===== src/rtl/lbsel_pkg.sv =====
package lbsel_pkg;

    localparam int MEM_W = 13;

    typedef enum logic [1:0] {
        LBCFG_0 = 2'd0,
        LBCFG_1 = 2'd1,
        LBCFG_2 = 2'd2,
        LBCFG_3 = 2'd3
    } lb_cfg_e;

    typedef enum logic [3:0] {
        S_IDLE,
        S_LINE_Y,
        S_LINE_C,
        S_LINE_A,
        S_PART_Y,
        S_PART_C,
        S_PART_A,
        S_JUDGE
    } lbsel_state_e;

    // Memory bank sizes in words that the candidates are assembled from
    localparam int BANK_A = 816;
    localparam int BANK_B = 1088;
    localparam int BANK_C = 848;
    localparam int ABANK_A = 984;
    localparam int ABANK_B = 1312;
    localparam int ABANK_C = 456;

    function automatic logic [MEM_W-1:0] luma_words(lb_cfg_e c);
        unique case (c)
            LBCFG_1: luma_words = MEM_W'(BANK_A);
            LBCFG_2: luma_words = MEM_W'(BANK_B);
            LBCFG_3: luma_words = MEM_W'(BANK_A + BANK_B + 3 * BANK_C);
            default: luma_words = MEM_W'(BANK_A + BANK_B + BANK_C);
        endcase
    endfunction

    function automatic logic [MEM_W-1:0] chroma_words(lb_cfg_e c);
        unique case (c)
            LBCFG_1: chroma_words = MEM_W'(BANK_A);
            LBCFG_2: chroma_words = MEM_W'(BANK_B);
            LBCFG_3: chroma_words = MEM_W'(BANK_A + BANK_B);
            default: chroma_words = MEM_W'(BANK_A + BANK_B + BANK_C);
        endcase
    endfunction

    function automatic logic [MEM_W-1:0] alpha_words(lb_cfg_e c);
        unique case (c)
            LBCFG_1: alpha_words = MEM_W'(ABANK_A);
            LBCFG_2: alpha_words = MEM_W'(ABANK_B);
            default: alpha_words = MEM_W'(ABANK_A + ABANK_B + ABANK_C);
        endcase
    endfunction

endpackage


===== src/rtl/lbsel_divider.sv =====
module lbsel_divider #(
    parameter int DW = 18
) (
    input  logic          clk,
    input  logic          rst_n,
    input  logic          go,
    input  logic [DW-1:0] num,
    input  logic [DW-1:0] den,
    output logic          done,
    output logic [DW-1:0] quo
);
    localparam int CW = $clog2(DW + 1);
    localparam int PW = 2 * DW;

    logic [DW-1:0] rem_q;
    logic [DW-1:0] num_q;
    logic [DW-1:0] den_q;
    logic [CW-1:0] cnt_q;
    logic          run_q;
    logic [DW:0]   shifted;
    logic          take;

    assign shifted = {rem_q, quo[DW-1]};
    assign take    = shifted >= {1'b0, den_q};

    always_ff @(posedge clk or negedge rst_n) begin
        if (!rst_n) begin
            rem_q <= '0;
            num_q <= '0;
            den_q <= '0;
            quo   <= '0;
            cnt_q <= '0;
            run_q <= 1'b0;
            done  <= 1'b0;
        end else begin
            done <= 1'b0;
            if (go) begin
                rem_q <= '0;
                quo   <= num;
                num_q <= num;
                den_q <= den;
                cnt_q <= CW'(DW);
                run_q <= 1'b1;
            end else if (run_q) begin
                rem_q <= take ? DW'(shifted - {1'b0, den_q}) : shifted[DW-1:0];
                quo   <= {quo[DW-2:0], take};
                cnt_q <= cnt_q - 1'b1;
                if (cnt_q == CW'(1)) begin
                    run_q <= 1'b0;
                    done  <= 1'b1;
                end
            end
        end
    end

    // line sizes are never zero, so no division by zero is issued
    a_r1_den_nonzero: assert property (@(posedge clk) disable iff (!rst_n)
        go |-> den != '0);

    // the quotient is the rounded-down quotient of the latched operands
    a_r2_quotient_floor: assert property (@(posedge clk) disable iff (!rst_n)
        done |-> ((PW'(quo) * PW'(den_q) <= PW'(num_q)) &&
                  ((PW'(quo) + PW'(1)) * PW'(den_q) > PW'(num_q))));

endmodule


===== src/rtl/lbsel_fit.sv =====
module lbsel_fit #(
    parameter int TAP_W  = 4,
    parameter int PART_W = 7
) (
    input  logic [PART_W-1:0] lines,
    input  logic [TAP_W-1:0]  taps,
    input  logic [TAP_W-1:0]  ratio,
    output logic              ok
);
    localparam int EW = PART_W + 2;

    logic [EW-1:0] need;
    logic [EW-1:0] have;

    always_comb begin
        if (ratio > TAP_W'(2)) begin
            need = EW'(taps) + EW'(ratio);
            have = EW'(lines) + EW'(2);
        end else begin
            need = EW'(taps);
            have = EW'(lines);
        end
        ok = need <= have;
    end

endmodule


===== src/rtl/lb_cfg_selector.sv =====
module lb_cfg_selector #(
    parameter int WIDTH_W  = 13,
    parameter int TAP_W    = 4,
    parameter int PART_MAX = 64
) (
    input  logic                          clk,
    input  logic                          rst_n,
    input  logic                          start,
    input  logic [WIDTH_W-1:0]            line_w,
    input  logic [WIDTH_W-1:0]            line_w_c,
    input  logic [3:0]                    bpc,
    input  logic                          alpha_en,
    input  logic                          is_420,
    input  logic [TAP_W-1:0]              vtaps_y,
    input  logic [TAP_W-1:0]              vtaps_c,
    input  logic [TAP_W-1:0]              vratio_y,
    input  logic [TAP_W-1:0]              vratio_c,
    output logic                          busy,
    output logic                          done,
    output logic [1:0]                    cfg_sel,
    output logic [$clog2(PART_MAX+1)-1:0] parts_y,
    output logic [$clog2(PART_MAX+1)-1:0] parts_c,
    output logic                          fail
);
    import lbsel_pkg::*;

    localparam int DW     = WIDTH_W + 5;
    localparam int PART_W = $clog2(PART_MAX + 1);
    localparam int WORD_BITS  = 72;
    localparam int ALPHA_PIX  = 6;

    lbsel_state_e state_q, state_d;
    lb_cfg_e      cur_q, cur_next;

    logic [WIDTH_W-1:0] w_q, wc_q;
    logic [3:0]         bpc_q;
    logic               alpha_q, f420_q;
    logic [TAP_W-1:0]   ty_q, tc_q, ry_q, rc_q;
    logic [DW-1:0]      ly_q, lc_q, la_q;
    logic [DW-1:0]      qy_q, qc_q, qa_q;

    logic               pend_q;
    logic               div_state;
    logic               div_go;
    logic               div_done;
    logic [DW-1:0]      div_num, div_den, div_quo;

    logic [DW-1:0]      y_lim;
    logic [PART_W-1:0]  py_clamp, pc_clamp;
    logic               fit_y, fit_c, accept;

    // ---------------- state register ----------------
    always_ff @(posedge clk or negedge rst_n) begin
        if (!rst_n) state_q <= S_IDLE;
        else        state_q <= state_d;
    end

    // ---------------- next state ----------------
    always_comb begin
        state_d = state_q;
        unique case (state_q)
            S_IDLE:   if (start)    state_d = S_LINE_Y;
            S_LINE_Y: if (div_done) state_d = S_LINE_C;
            S_LINE_C: if (div_done) state_d = S_LINE_A;
            S_LINE_A: if (div_done) state_d = S_PART_Y;
            S_PART_Y: if (div_done) state_d = S_PART_C;
            S_PART_C: if (div_done) state_d = S_PART_A;
            S_PART_A: if (div_done) state_d = S_JUDGE;
            S_JUDGE:  state_d = accept ? S_IDLE : S_PART_Y;
            default:  state_d = S_IDLE;
        endcase
    end

    // ---------------- divider operand selection ----------------
    always_comb begin
        div_num   = '0;
        div_den   = DW'(1);
        div_state = 1'b1;
        unique case (state_q)
            S_LINE_Y: begin
                div_num = DW'(w_q) * DW'(bpc_q) + DW'(WORD_BITS - 1);
                div_den = DW'(WORD_BITS);
            end
            S_LINE_C: begin
                div_num = DW'(wc_q) * DW'(bpc_q) + DW'(WORD_BITS - 1);
                div_den = DW'(WORD_BITS);
            end
            S_LINE_A: begin
                div_num = DW'(w_q) + DW'(ALPHA_PIX - 1);
                div_den = DW'(ALPHA_PIX);
            end
            S_PART_Y: begin
                div_num = DW'(luma_words(cur_q));
                div_den = ly_q;
            end
            S_PART_C: begin
                div_num = DW'(chroma_words(cur_q));
                div_den = lc_q;
            end
            S_PART_A: begin
                div_num = DW'(alpha_words(cur_q));
                div_den = la_q;
            end
            default: div_state = 1'b0;
        endcase
    end

    assign div_go = div_state && !pend_q;

    lbsel_divider #(.DW(DW)) div_i (
        .clk   (clk),
        .rst_n (rst_n),
        .go    (div_go),
        .num   (div_num),
        .den   (div_den),
        .done  (div_done),
        .quo   (div_quo)
    );

    // ---------------- judging a candidate ----------------
    always_comb begin
        y_lim    = (alpha_q && (qa_q < qy_q)) ? qa_q : qy_q;
        py_clamp = (y_lim > DW'(PART_MAX)) ? PART_W'(PART_MAX) : y_lim[PART_W-1:0];
        pc_clamp = (qc_q  > DW'(PART_MAX)) ? PART_W'(PART_MAX) : qc_q[PART_W-1:0];
    end

    lbsel_fit #(.TAP_W(TAP_W), .PART_W(PART_W)) fit_y_i (
        .lines (py_clamp),
        .taps  (ty_q),
        .ratio (ry_q),
        .ok    (fit_y)
    );

    lbsel_fit #(.TAP_W(TAP_W), .PART_W(PART_W)) fit_c_i (
        .lines (pc_clamp),
        .taps  (tc_q),
        .ratio (rc_q),
        .ok    (fit_c)
    );

    assign accept = (fit_y && fit_c) || (cur_q == LBCFG_0);

    always_comb begin
        unique case (cur_q)
            LBCFG_1: cur_next = LBCFG_2;
            LBCFG_2: cur_next = f420_q ? LBCFG_3 : LBCFG_0;
            default: cur_next = LBCFG_0;
        endcase
    end

    // ---------------- operand and intermediate registers ----------------
    always_ff @(posedge clk or negedge rst_n) begin
        if (!rst_n) begin
            w_q     <= '0;
            wc_q    <= '0;
            bpc_q   <= '0;
            alpha_q <= 1'b0;
            f420_q  <= 1'b0;
            ty_q    <= '0;
            tc_q    <= '0;
            ry_q    <= '0;
            rc_q    <= '0;
            ly_q    <= DW'(1);
            lc_q    <= DW'(1);
            la_q    <= DW'(1);
            qy_q    <= '0;
            qc_q    <= '0;
            qa_q    <= '0;
            pend_q  <= 1'b0;
            cur_q   <= LBCFG_1;
        end else begin
            if (div_go)        pend_q <= 1'b1;
            else if (div_done) pend_q <= 1'b0;

            if (state_q == S_IDLE && start) begin
                w_q     <= (line_w   == '0) ? WIDTH_W'(1) : line_w;
                wc_q    <= (line_w_c == '0) ? WIDTH_W'(1) : line_w_c;
                bpc_q   <= bpc;
                alpha_q <= alpha_en;
                f420_q  <= is_420;
                ty_q    <= vtaps_y;
                tc_q    <= vtaps_c;
                ry_q    <= vratio_y;
                rc_q    <= vratio_c;
                cur_q   <= LBCFG_1;
            end

            if (div_done) begin
                unique case (state_q)
                    S_LINE_Y: ly_q <= div_quo;
                    S_LINE_C: lc_q <= div_quo;
                    S_LINE_A: la_q <= div_quo;
                    S_PART_Y: qy_q <= div_quo;
                    S_PART_C: qc_q <= div_quo;
                    S_PART_A: qa_q <= div_quo;
                    default: ;
                endcase
            end

            if (state_q == S_JUDGE && !accept) cur_q <= cur_next;
        end
    end

    // ---------------- outputs ----------------
    always_ff @(posedge clk or negedge rst_n) begin
        if (!rst_n) begin
            done    <= 1'b0;
            fail    <= 1'b0;
            cfg_sel <= 2'd0;
            parts_y <= '0;
            parts_c <= '0;
        end else begin
            done <= 1'b0;
            if (state_q == S_JUDGE && accept) begin
                done    <= 1'b1;
                fail    <= !(fit_y && fit_c);
                cfg_sel <= cur_q;
                parts_y <= py_clamp;
                parts_c <= pc_clamp;
            end
        end
    end

    assign busy = (state_q != S_IDLE);

    // ---------------- assertions ----------------
    a_r8_done_single: assert property (@(posedge clk) disable iff (!rst_n)
        done |=> !done);

    a_r8_hold_between: assert property (@(posedge clk) disable iff (!rst_n)
        !done |-> ($stable(cfg_sel) && $stable(parts_y) && $stable(parts_c) && $stable(fail)));

    a_r7_fail_is_fallback: assert property (@(posedge clk) disable iff (!rst_n)
        (done && fail) |-> cfg_sel == 2'd0);

    a_r4_clamp: assert property (@(posedge clk) disable iff (!rst_n)
        done |-> (parts_y <= PART_W'(PART_MAX) && parts_c <= PART_W'(PART_MAX)));

    a_r6_cfg3_needs_420: assert property (@(posedge clk) disable iff (!rst_n)
        (done && cfg_sel == 2'd3) |-> f420_q);

    a_r9_busy_until_done: assert property (@(posedge clk) disable iff (!rst_n)
        done |-> !busy);

    a_r1_line_nonzero: assert property (@(posedge clk) disable iff (!rst_n)
        state_q == S_PART_Y |-> (ly_q != '0 && lc_q != '0 && la_q != '0));

endmodule


===== config.mk =====
export PLATFORM = sky130hd
export DESIGN_NAME = lb_cfg_selector
export DESIGN_NICKNAME = d
export VERILOG_FILES = /design/src/rtl/lbsel_pkg.sv /design/src/rtl/lbsel_divider.sv /design/src/rtl/lbsel_fit.sv /design/src/rtl/lb_cfg_selector.sv
export SDC_FILE = /design/constraint.sdc
export NUM_CORES = 1
export LEC_CHECK = 0
export BUFFER_PORTS_ARGS = -buffer_cell sky130_fd_sc_hd__buf_2
export CELL_PAD_IN_SITES_DETAIL_PLACEMENT = 0
export CELL_PAD_IN_SITES_GLOBAL_PLACEMENT = 1
export CORE_AREA = 2 2 165 231
export CTS_CLUSTER_DIAMETER = 80
export DETAILED_ROUTE_END_ITERATION = 12
export DIE_AREA = 0 0 167 233
export HOLD_SLACK_MARGIN = 0.08
export PLACE_DENSITY_LB_ADDON = 0.25
export REMOVE_ABC_BUFFERS = 1
export SETUP_SLACK_MARGIN = 0.1
export SYNTH_ARGS = -nofsm -noshare
export SYNTH_HDL_FRONTEND = slang
export SYNTH_SLANG_ARGS = --single-unit

===== constraint.sdc =====
create_clock -name clk -period 4.36 [get_ports clk]
set_input_delay 0.218 -clock clk [delete_from_list [all_inputs] [get_ports clk]]
set_output_delay 0.218 -clock clk [all_outputs]
set_load 0.03 [all_outputs]

==> results of run 1 <==
==> cell usage after synthesis, drive strengths merged, types with 8 or more instances <==
cell type / instances
mux2i: 43
dfrtp: 237
xnor2: 42
mux2: 149
and2: 43
ha: 133
a211oi: 14
inv: 115
a221oi: 14
nor2b: 12
nand3: 40
a31oi: 14
nand2: 205
nand2b: 11
clkbuf: 66
fa: 51
buf: 8
or3: 10
o21a: 15
nor4: 19
nand4: 9
o21ai: 116
xor2: 16
nor3: 13
a21o: 21
a21oi: 74
and3: 9
nor2: 73
==> state kept, by name (all words and copies together), names as in the netlist, 18 cells and up <==
register and cells:
div_i.den_q 18, div_i.quo 18, div_i.rem_q 18, la_q 18, lc_q 18, ly_q 18, qa_q 18, qc_q 18
qy_q 18
==> cell families after synthesis <==
logic type / count (synthesis) / share of synthesized area [%]
AO/OA/AOI/OAI: 328 / 12.7
XOR/XNOR: 58 / 3.10
adder cells (fa/ha/maj): 184 / 16.4
buffers and inverters: 190 / 4.42
flip-flops: 241 / 36.9
multiplexers: 192 / 13.0
AND/OR/NAND/NOR: 465 / 13.5
==> stage by stage <==
step	instance area (um^2)	setup slack [ns]	setup TNS (ns)	utilization (%)
6_report	19700	0.134	0	53.9
5_1_grt	19700	-0.0537	-0.608	53.9
4_1_cts	19200	0.0402	0	52.3
3_5_place_dp	17700	-0.0170	-0.0304	48.3
3_3_place_gp	17700	0.0263	0	48.3
2_1_floorplan	16100	-0.604	-6.15	-
==> power by group through the flow <==
| stage | Combinational, mW | Clock, mW | Sequential (mW) |
|---|---|---|---|
| 2_1_floorplan | 6.16 | 0 | 3.61 |
| 3_3_place_gp | 8.86 | 0 | 3.85 |
| 3_5_place_dp | 8.99 | 0 | 3.87 |
| 4_1_cts | 9.19 | 2.44 | 3.84 |
| 5_1_grt | 11.3 | 2.54 | 3.94 |
| 6_report | 10.2 | 2.38 | 3.84 |
==> worst min-delay path by stage <==
stage | end | slack [ns] | depth (start not counted)
after global routing | ry_q[0] | 0.32 | 2
after detailed placement | ty_q[2] | 0.30 | 1
final | ry_q[0] | 0.25 | 2
after global placement | ty_q[2] | 0.29 | 1
after CTS | state_q[0] | 0.24 | 5
after floorplan | alpha_q | -0.08 | 0
==> metal layers <==
| layer | part of all wire (%) | wire, um |
|---|---|---|
| met4 | 3.4 | 1510 |
| met1 | 40 | 18000 |
| met5 | 0 | 0 |
| met3 | 2.7 | 1180 |
| met2 | 53 | 23800 |
==> cell type report <==
cell class	instances	area (um^2)	share of cell area, %
clock buffers	34	731	3.70
clock inverters	13	193	0.976
inverters	116	435	2.21
multi-input cells	1227	10000	50.8
flip-flops and latches	241	6040	30.6
well taps	467	584	2.96
repair buffers	218	1730	8.77
==> worst max-delay path: cells and delay by family (launching register included) <==
kind	cells	cell delay, ns
mux	2	0.62
compound gates	9	1.29
buf+inv	3	0.36
simple gates	4	0.76
flops	1	0.35
fa+ha+maj	2	0.59
xor+xnor	1	0.13
==> repair_timing <==
action                                 in CTS  in global routing
gates resized for setup                    11                 72
gates cloned                                0                  3
endpoints found under the hold margin     135                  0
setup endpoints to repair                   8                 30
hold buffers                               49                  0
pin swaps                                   3                 38
buffers inserted                            2                 14
==> results.txt, run 1 <==
Seq cells post-synth - 241
CP startpoint - qy_q[7]
Fin Hold WS - 0.246 ns
Synth-to-Final Area Change - 20.6%
Chip Height - 233 um
RR Startpoint - qy_q[7]
Commonest non-fill, non-tap cell in the layout - dfrtp_1
Num CTS Buffers - 26
Post-route ant nets - 0
Maximum clock insertion buffer count - 3
Core area - 0.0367 mm^2
Post-DP HPWL - 32,300 um
Filler Cell Count - 3,299
PwrDens - 830 mW/mm^2
Setup violators final - 0
Peak VDD IR - 0.584 mV
Register area share after synthesis - 36.9%
Total of max-cap violations - 0
Commonest register cell after synthesis - dfrtp_1
Synthesized cell area - 0.0164 mm^2
Vias in the first global route - 13,200
Starting Density - 44.7%
Ranking of synthesized cells by area - dfrtp_1 (36%), ha_1 (10%), mux2_2 (9.9%)
Final period utilization - 96.9%
H-tree depth - 1
Final Net Count - 2,065
GRT met3 Usage - 2.23%
DRT Wirelength - 44,500 um
Cell chain of the critical path - inv_1, ha_1, and4_1, o21ai_2, nor4b_4, o21ai_2, nand2_2, mux2_4, a211oi_4, a21oi_2, xnor2_1, ha_1, nor2b_4, o21a_1, o21ai_2, a21oi_2, a41oi_2, o21ai_4, buf_12, clkbuf_16, mux2_4
Gpl congestion - 0.865
All-Layer GR Usage - 22.3%
Max-slew violation count - 0
Remaining Overflow, GRT - 0
Leakage - 9.47 nW
Slowest stage delay, CP - 0.35 ns
Final min period - 4.23 ns
Gate count of the mapped netlist - 1,658
Most frequent CP cell - o21ai_2
GR Layer Usage met2 - 42.7%
Crit path to - cfg_sel[0]
I/O Buffers - 69
Layout cells sized above 1 - 23.5%
Final hold vios - 0
DRT Pass-1 Iters - 5
Clk pwr share - 14.5%
Sequential power share - 23.4%
Vias per cell - 5.54
Layout Skew - 0.0119 ns
Psw - 7.26 mW
Clock insertion delay at the later pin of the skew report - 0.56 ns
Largest net degree at the start of global routing - 109
Path type of the worst setup path - reg -> reg
Crit path capture type - flip-flop
Pint - 9.12 mW
# diodes - 0
Die footprint - 0.0389 mm^2
F_max - 237 MHz
Synth unique cells - 74
Num Clock Sinks - 241
Row Count - 83
Total power - 16.4 mW
Initial antenna violation count - 0
Sw frac - 44.3%
Status - complete, no violations
I/O pins - 70
CP Launch Type - flip-flop
Synth Area per Inst - 9.88 um^2
Max FO, Critical Path - 5
Synth area leader - dfrtp_1
R2R depth - 21
Worst Path Arrival - 4.66 ns
Post-Layout Cell Count - 2,316
Synth top area share - 36.2%
Clock transition at path regs - 0.07 ns
Routed len/inst - 19.2 um
Most frequent cells in the layout - dfrtp_1 (234), nand2_1 (203), mux2_2 (139)
Unrepaired setup endpoints after global routing - yes
CTS tree - built
Max_slew headroom - 21.8%
Drt drc - 0
Gate power share - 62.0%
Placed insts - 2,201
DR iter-0 viols - 626
YS warnings - 0
Worst R2R Setup Slack - 0.13 ns
Chip width - 167 um
Via count - 12,800
Most Crowded Layer GR - met2
Worst Tran Pin Value - 1.17 ns
CP max-delay cell - dfrtp_1
Asr flop ratio synth - 100%
Number of synthesized flops with an enable pin - 0
Grt met1 use - 25.7%
Worst Hold Class - in -> async
Root Driver - clkbuf_16
Worst R2R End - cfg_sel[0]
Crit path required time - 4.79 ns
First-pass GRT wire length - 69,500 um
Note: power is estimated with default switching activity, not from simulation.
==> inputs of run 2 (changes only) <==
--- a/config.mk
+++ b/config.mk
@@ -5,13 +5,13 @@
 export SDC_FILE = /design/constraint.sdc
 export NUM_CORES = 1
 export LEC_CHECK = 0
-export BUFFER_PORTS_ARGS = -buffer_cell sky130_fd_sc_hd__buf_2
 export CELL_PAD_IN_SITES_DETAIL_PLACEMENT = 0
 export CELL_PAD_IN_SITES_GLOBAL_PLACEMENT = 1
-export CORE_AREA = 2 2 165 231
+export CORE_AREA = 2 2 153 215
 export CTS_CLUSTER_DIAMETER = 80
 export DETAILED_ROUTE_END_ITERATION = 12
-export DIE_AREA = 0 0 167 233
+export DIE_AREA = 0 0 155 217
+export DONT_BUFFER_PORTS = 1
 export HOLD_SLACK_MARGIN = 0.08
 export PLACE_DENSITY_LB_ADDON = 0.25
 export REMOVE_ABC_BUFFERS = 1
==> constraint.sdc (replaced) <==
create_clock -name clk -period 4.8 [get_ports clk]
set_input_delay 0.24 -clock clk [delete_from_list [all_inputs] [get_ports clk]]
set_output_delay 0.24 -clock clk [all_outputs]
set_load 0.03 [all_outputs]
==> run 2 against run 1 <==
  * The run now ends with negative hold slack left
  * Utilization grew 3.4 points
  * Clock skew grew 0.0015 ns
  * First-iteration DRC count shrank 0.80%
  * Register-to-register slack gained 0.18 ns
  * Clock power shrank 9.7%
  * Global-route usage grew 3.0 points
  * Fmax shrank 5.9%
  * Non-clock buffer count shrank 135
  * Sequential power shrank 9.4%
==> results.txt, run 2 (same netlist as run 1, synthesis figures left out) <==
First-pass GRT wire length - 67,900 um (-2.4%)
Core area - 0.0319 mm^2 (-13%)
Layout cells sized above 1 - 14.8% (-8.7 points)
Root Driver - clkbuf_16
Num Clock Sinks - 241 (unchanged)
Max FO, Critical Path - 14 (+9)
Design area - 0.0183 mm^2 (-7.4%)
I/O pins - 70 (unchanged)
Initial antenna violation count - 0 (unchanged)
Final hold vios - 241 (+241)
Footprint of the multi-input gates - 0.00963 mm^2 (-4.0%)
Worst Path Arrival - 4.88 ns (+0.22 ns)
DR iter-0 viols - 621 (-0.80%)
Total of max-cap violations - 0 (unchanged)
Post-DP HPWL - 30,000 um (-7.2%)
Unrepaired setup endpoints after global routing - no
Vias per cell - 5.80 (+4.6%)
Commonest non-fill, non-tap cell in the layout - dfrtp_1
Gpl congestion - 0.847 (-2.0%)
H-tree depth - 1 (unchanged)
Vias in the first global route - 12,900 (-1.8%)
Final min period - 4.49 ns (+0.263 ns)
Final core utilization - 57.3% (+3.4 points)
Fin Hold WS - -0.615 ns (-0.861 ns)
Crit path capture type - flip-flop
CP Launch Type - flip-flop
Hold_buf cts - 48 (-2.0%)
Final Net Count - 1,930 (-6.5%)
Placed insts - 2,019 (-8.3%)
Filler Cell Count - 2,840 (-14%)
DRT Pass-1 Iters - 5 (unchanged)
Starting Density - 51.3% (+6.6 points)
# diodes - 0 (unchanged)
Crit path required time - 5.19 ns (+0.40 ns)
Peak VDD IR - 0.462 mV (-21%)
All-Layer GR Usage - 25.3% (+3.0 points)
Final period utilization - 93.5% (-3.4 points)
Drt drc - 0 (unchanged)
Worst Tran Pin Value - 1.07 ns (-0.101 ns)
Max-slew violation count - 0 (unchanged)
RR Startpoint - bpc_q[1]
Worst Hold Class - in -> async
Total power - 13.4 mW (-18%)
Status - finished, violations left
CTS tree - built
Remaining Overflow, GRT - 0 (unchanged)
Layout Skew - 0.0134 ns (+0.00150 ns)
Chip width - 155 um (-7.2%)
Maximum clock insertion buffer count - 3 (unchanged)
Via count - 12,300 (-4.5%)
Synth-to-Final Area Change - 11.6%
Row Count - 78 (-6.0%)
Path type of the worst setup path - reg -> reg
Chip Height - 217 um (-6.9%)
Setup violators final - 0 (unchanged)
Reg area - 0.00604 mm^2 (about the same)
Clock transition at path regs - 0.06 ns (about the same)
DRT Wirelength - 41,300 um (-7.2%)
Placed Area - 0.0169 mm^2 (-4.7%)
Die footprint - 0.0336 mm^2 (-14%)
F_max - 223 MHz (-5.9%)
Largest net degree at the start of global routing - 242 (+120%)
I/O Buffers - 0 (-100%)
Most frequent cells in the layout - dfrtp_1 (235), nand2_1 (204), mux2_2 (144)
Failing checks - negative hold slack
PwrDens - 732 mW/mm^2 (-12%)
CP startpoint - bpc_q[1]
Num CTS Buffers - 26 (unchanged)
Post-Layout Cell Count - 2,115 (-8.7%)
Routed len/inst - 19.5 um (+1.6%)
Max_slew headroom - 28.7% (+6.8 points)
Leakage - 8.72 nW (-7.9%)
Clock insertion delay at the later pin of the skew report - 0.55 ns (about the same)
Post-route ant nets - 0 (unchanged)
## run 2: stage by stage
step	TNS [ns]	hold slack, ns	setup slack (ns)
2_1_floorplan	-1.29	-0.0556	-0.164
3_3_place_gp	0	-0.0457	0.229
3_5_place_dp	0	-0.0485	0.200
4_1_cts	0	-0.636	0.180
5_1_grt	0	-0.644	0.110
6_report	0	-0.615	0.311
## run 2: final timing paths
kind	slack [ns]	cells past startpoint	to
max in group asynchronous	4.98	0	bpc_q[3]
min in group clk	0.18	4	state_q[0]
worst max-delay path	0.31	17	div_i.quo[17]
worst max register to register	0.31	17	div_i.quo[17]
worst min register to register	0.49	2	div_i.den_q[0]
worst min-delay path	-0.61	0	done
## run 2: layer usage
metal	up-vias	wire length, um	share of wire [%]	global-route usage (%)
met5	-	0	0	0
met4	0	1190	2.9	8.40
met3	71	1180	2.8	2.31
met2	205	22200	54	48.0
met1	6104	16700	41	29.6
li1	5877	-	-	-
## run 2: worst max-delay path: stages (launching register included)
cell	delay [ns]
dfrtp_1	0.45
buf_4	0.25
nand2_1	0.09
fa_1	0.46
fa_1	0.55
inv_1	0.04
ha_1	0.29
ha_1	0.35
nor2b_1	0.16
o31a_1	0.26
o21ai_1	0.24
a21oi_1	0.15
o21ai_0	0.22
buf_4	0.15
o21bai_1	0.06
a41o_1	0.25
a221oi_1	0.29
a21oi_1	0.07
## run 2: cell type report
cell class | count | share of cell area, %
clock inverter | 17 | 1.29
sequential | 241 | 33.0
tap | 400 | 2.74
inverter | 116 | 2.38
timing repair buffer | 83 | 4.16
clock buffer | 31 | 3.72
multi-input combinational | 1227 | 52.7
## run 2: what timing repair did
item | in CTS | in global routing
endpoints found under the hold margin | 289 | 241
endpoints found under the setup margin | 0 | 5
buffers inserted | 0 | 0
gates resized for setup | 0 | 7
## run 2: power breakdown
group / switching [mW] / leakage, nW / internal, mW
logic: 4.31 / 5.14 / 3.43
clock network: 0.860 / 0.442 / 1.29
registers: 0.853 / 3.14 / 2.63
total: 6.02 / 8.72 / 7.35
==> inputs of run 3 (changes only) <==
--- a/config.mk
+++ b/config.mk
@@ -7,10 +7,10 @@
 export LEC_CHECK = 0
 export CELL_PAD_IN_SITES_DETAIL_PLACEMENT = 0
 export CELL_PAD_IN_SITES_GLOBAL_PLACEMENT = 1
-export CORE_AREA = 2 2 153 215
+export CORE_AREA = 4 4 155 217
 export CTS_CLUSTER_DIAMETER = 80
 export DETAILED_ROUTE_END_ITERATION = 12
-export DIE_AREA = 0 0 155 217
+export DIE_AREA = 0 0 159 221
 export DONT_BUFFER_PORTS = 1
 export HOLD_SLACK_MARGIN = 0.08
 export PLACE_DENSITY_LB_ADDON = 0.25
==> run 3 against run 2 <==
  * The flow still finishes with violations (negative hold slack)
  * Worst setup slack improved by 0.0019 ns
  * Critical endpoint unchanged
  * Global-route usage fell by 2.2 points
  * Utilization rose by 0.98 points
  * Power rose by 0.23%
  * Hold slack got worse by 0.019 ns
  * Largest power group unchanged
  * Sequential share of layout area fell by 0.13 points
==> results.txt, run 3 (same netlist as run 1, synthesis figures left out) <==
Remaining Overflow, GRT - 0 (unchanged)
Max_slew headroom - 31.3% (+2.7 points)
CP Launch Type - flip-flop
CP Buf/Inv Count - 2 (-1)
Slowest stage delay, CP - 0.55 ns (about the same)
Synth-to-Final Area Change - 12.1%
Final hold vios - 241 (unchanged)
Sw frac - 44.6% (-0.44 points)
DRT Pass-1 Iters - 5 (unchanged)
Worst Path Arrival - 4.88 ns (about the same)
Vias per cell - 5.78 (-0.28%)
Layout cells sized above 1 - 15.0% (+0.27 points)
Cell chain of the critical path - buf_4, nand2_1, fa_1, fa_1, inv_1, ha_1, ha_1, nor2b_1, o31a_1, o21ai_0, a21oi_1, o21ai_0, o21bai_1, a41o_1, a221oi_1, a21oi_1
Final period utilization - 93.5% (about the same)
Worst Tran Pin Value - 1.02 ns (-0.0431 ns)
Post-route ant nets - 0 (unchanged)
PwrDens - 731 mW/mm^2 (-0.17%)
Psw - 5.98 mW (-0.74%)
Root Driver - clkbuf_16
DR iter-0 viols - 647 (+4.2%)
Placed insts - 2,014 (-0.25%)
Peak VDD IR - 0.516 mV (+12%)
Failing checks - negative hold slack
Routed len/inst - 19.2 um (-1.8%)
Pint - 7.43 mW (+1.0%)
Post-DP HPWL - 29,600 um (-1.5%)
R2R depth - 16 (-1)
CP max-delay cell - fa_1
Final Net Count - 1,932 (+0.10%)
Most frequent cells in the layout - dfrtp_1 (234), nand2_1 (204), mux2_2 (144)
Num Clock Sinks - 241 (unchanged)
Filler Cell Count - 2,680 (-5.6%)
Clk pwr share - 17.0% (+0.9 points)
Critical path depth in cells - 16 (-1)
Status - finished, violations left
Leakage - 8.77 nW (+0.52%)
Clock insertion delay at the later pin of the skew report - 0.56 ns (about the same)
First-pass GRT wire length - 66,600 um (-1.8%)
Largest net degree at the start of global routing - 242 (unchanged)
Die footprint - 0.0351 mm^2 (+4.5%)
Crit path capture type - flip-flop
Chip Height - 221 um (+1.8%)
H-tree depth - 1 (unchanged)
Path type of the worst setup path - reg -> reg
Setup tns final - 0 ns (unchanged)
Commonest non-fill, non-tap cell in the layout - dfrtp_1
Unrepaired setup endpoints after global routing - yes
Via count - 12,200 (-0.38%)
Num CTS Buffers - 27 (+3.8%)
All-Layer GR Usage - 23.0% (-2.2 points)
Row Count - 77 (-1.3%)
Fin Hold WS - -0.634 ns (-0.0187 ns)
Final min period - 4.49 ns (-0.00191 ns)
Gate power share - 56.6% (-1.3 points)
I/O pins - 70 (unchanged)
Clock transition at path regs - 0.06 ns (about the same)
Starting Density - 52.0% (+0.67 points)
Crit path required time - 5.19 ns (about the same)
CP top delay family - compound AO/OA/AOI/OAI gates
CTS tree - built
Hold_buf cts - 48 (unchanged)
Worst Hold Class - in -> async
Gpl congestion - 0.854 (+0.77%)
F_max - 223 MHz (about the same)
Post-Layout Cell Count - 2,113 (-0.095%)
Max FO, Critical Path - 13 (-1)
Initial antenna violation count - 0 (unchanged)
Drt drc - 0 (unchanged)
Setup violators final - 0 (unchanged)
Maximum clock insertion buffer count - 3 (unchanged)
DRT Wirelength - 40,500 um (-1.9%)
Core area - 0.0315 mm^2 (-1.3%)
Sequential power share - 26.4% (+0.3 points)
I/O Buffers - 0 (unchanged)
Chip width - 159 um (+2.6%)
Max-slew violation count - 0 (unchanged)
Total of max-cap violations - 0 (unchanged)
Vias in the first global route - 12,600 (-2.7%)
Layout Skew - 0.0144 ns (+0.000961 ns)
==> run 3: changes by cell type in the layout (fill, tap and decap cells not counted), moves of 2 or more <==
| cell | delta |
|---|---|
| clkinvlp_4 | -2 |
| o21ai_0 | +2 |
| clkinv_2 | -2 |
| o21ai_1 | -2 |
| clkbuf_8 | +4 |
==> run 3: what timing repair did <==
action / CTS / global route
resized for setup: 0 / 7
endpoints found under the setup margin: 0 / 20
buffers inserted: 0 / 1
endpoints found under the hold margin: 289 / 241
==> run 3: stage by stage <==
stage	instance area [um^2]	util [%]	setup slack, ns	hold WS, ns	power (mW)
floorplan	16100	-	-0.164	-0.0556	8.87
global placement	16900	53.5	0.295	-0.0485	11.0
detailed placement	16900	53.5	0.231	-0.0479	11.1
CTS	18300	58.2	0.233	-0.669	13.5
global route	18300	58.2	0.0413	-0.665	14.7
finish	18400	58.3	0.313	-0.634	13.4
==> run 3: path summary, 6_finish.rpt <==
kind | startpoint | end | slack [ns]
max in group asynchronous | rst_n | div_i.run_q | 4.97
min in group clk | start | state_q[0] | 0.17
max | bpc_q[1] | div_i.quo[17] | 0.31
min | rst_n | qy_q[5] | -0.63
min reg2reg | div_i.den_q[0] | div_i.den_q[0] | 0.49
max reg2reg | bpc_q[1] | div_i.quo[17] | 0.31
==> run 3: area by class of cell <==
cell class / count / area [um^2] / area share, %
clock inverter: 14 / 224 / 1.22
tap: 395 / 494 / 2.69
clock buffer: 35 / 756 / 4.12
antenna: 1 / 2.50 / 0.0136
multi-input combinational: 1227 / 9630 / 52.5
inverter: 116 / 435 / 2.37
timing repair buffer: 84 / 767 / 4.18
sequential: 241 / 6040 / 32.9
==> run 3: worst register-to-register path: stages, from the launching register on <==
cell      delay [ns]
dfrtp_1         0.44
buf_4           0.24
nand2_1         0.09
fa_1            0.47
fa_1            0.55
inv_1           0.05
ha_1            0.29
ha_1            0.35
nor2b_1         0.16
o31a_1          0.25
o21ai_0         0.24
a21oi_1         0.19
o21ai_0         0.27
o21bai_1        0.11
a41o_1          0.25
a221oi_1        0.29
a21oi_1         0.08
==> run 3: routing by layer <==
layer | vias up | part of all wire (%) | global-route usage (%)
met5 | - | 0 | 0
met4 | 0 | 2.9 | 7.03
met3 | 71 | 3.3 | 2.61
met2 | 227 | 53 | 42.6
met1 | 6031 | 41 | 28.2
li1 | 5882 | - | -
==> run 3: power by group through the flow <==
| stage | Sequential, mW | Combinational (mW) | Clock [mW] |
|---|---|---|---|
| global placement | 3.55 | 7.41 | 0 |
| CTS | 3.53 | 7.61 | 2.33 |
| detailed placement | 3.57 | 7.49 | 0 |
| floorplan | 3.28 | 5.59 | 0 |
| finish | 3.54 | 7.59 | 2.27 |
| global route | 3.64 | 8.60 | 2.41 |
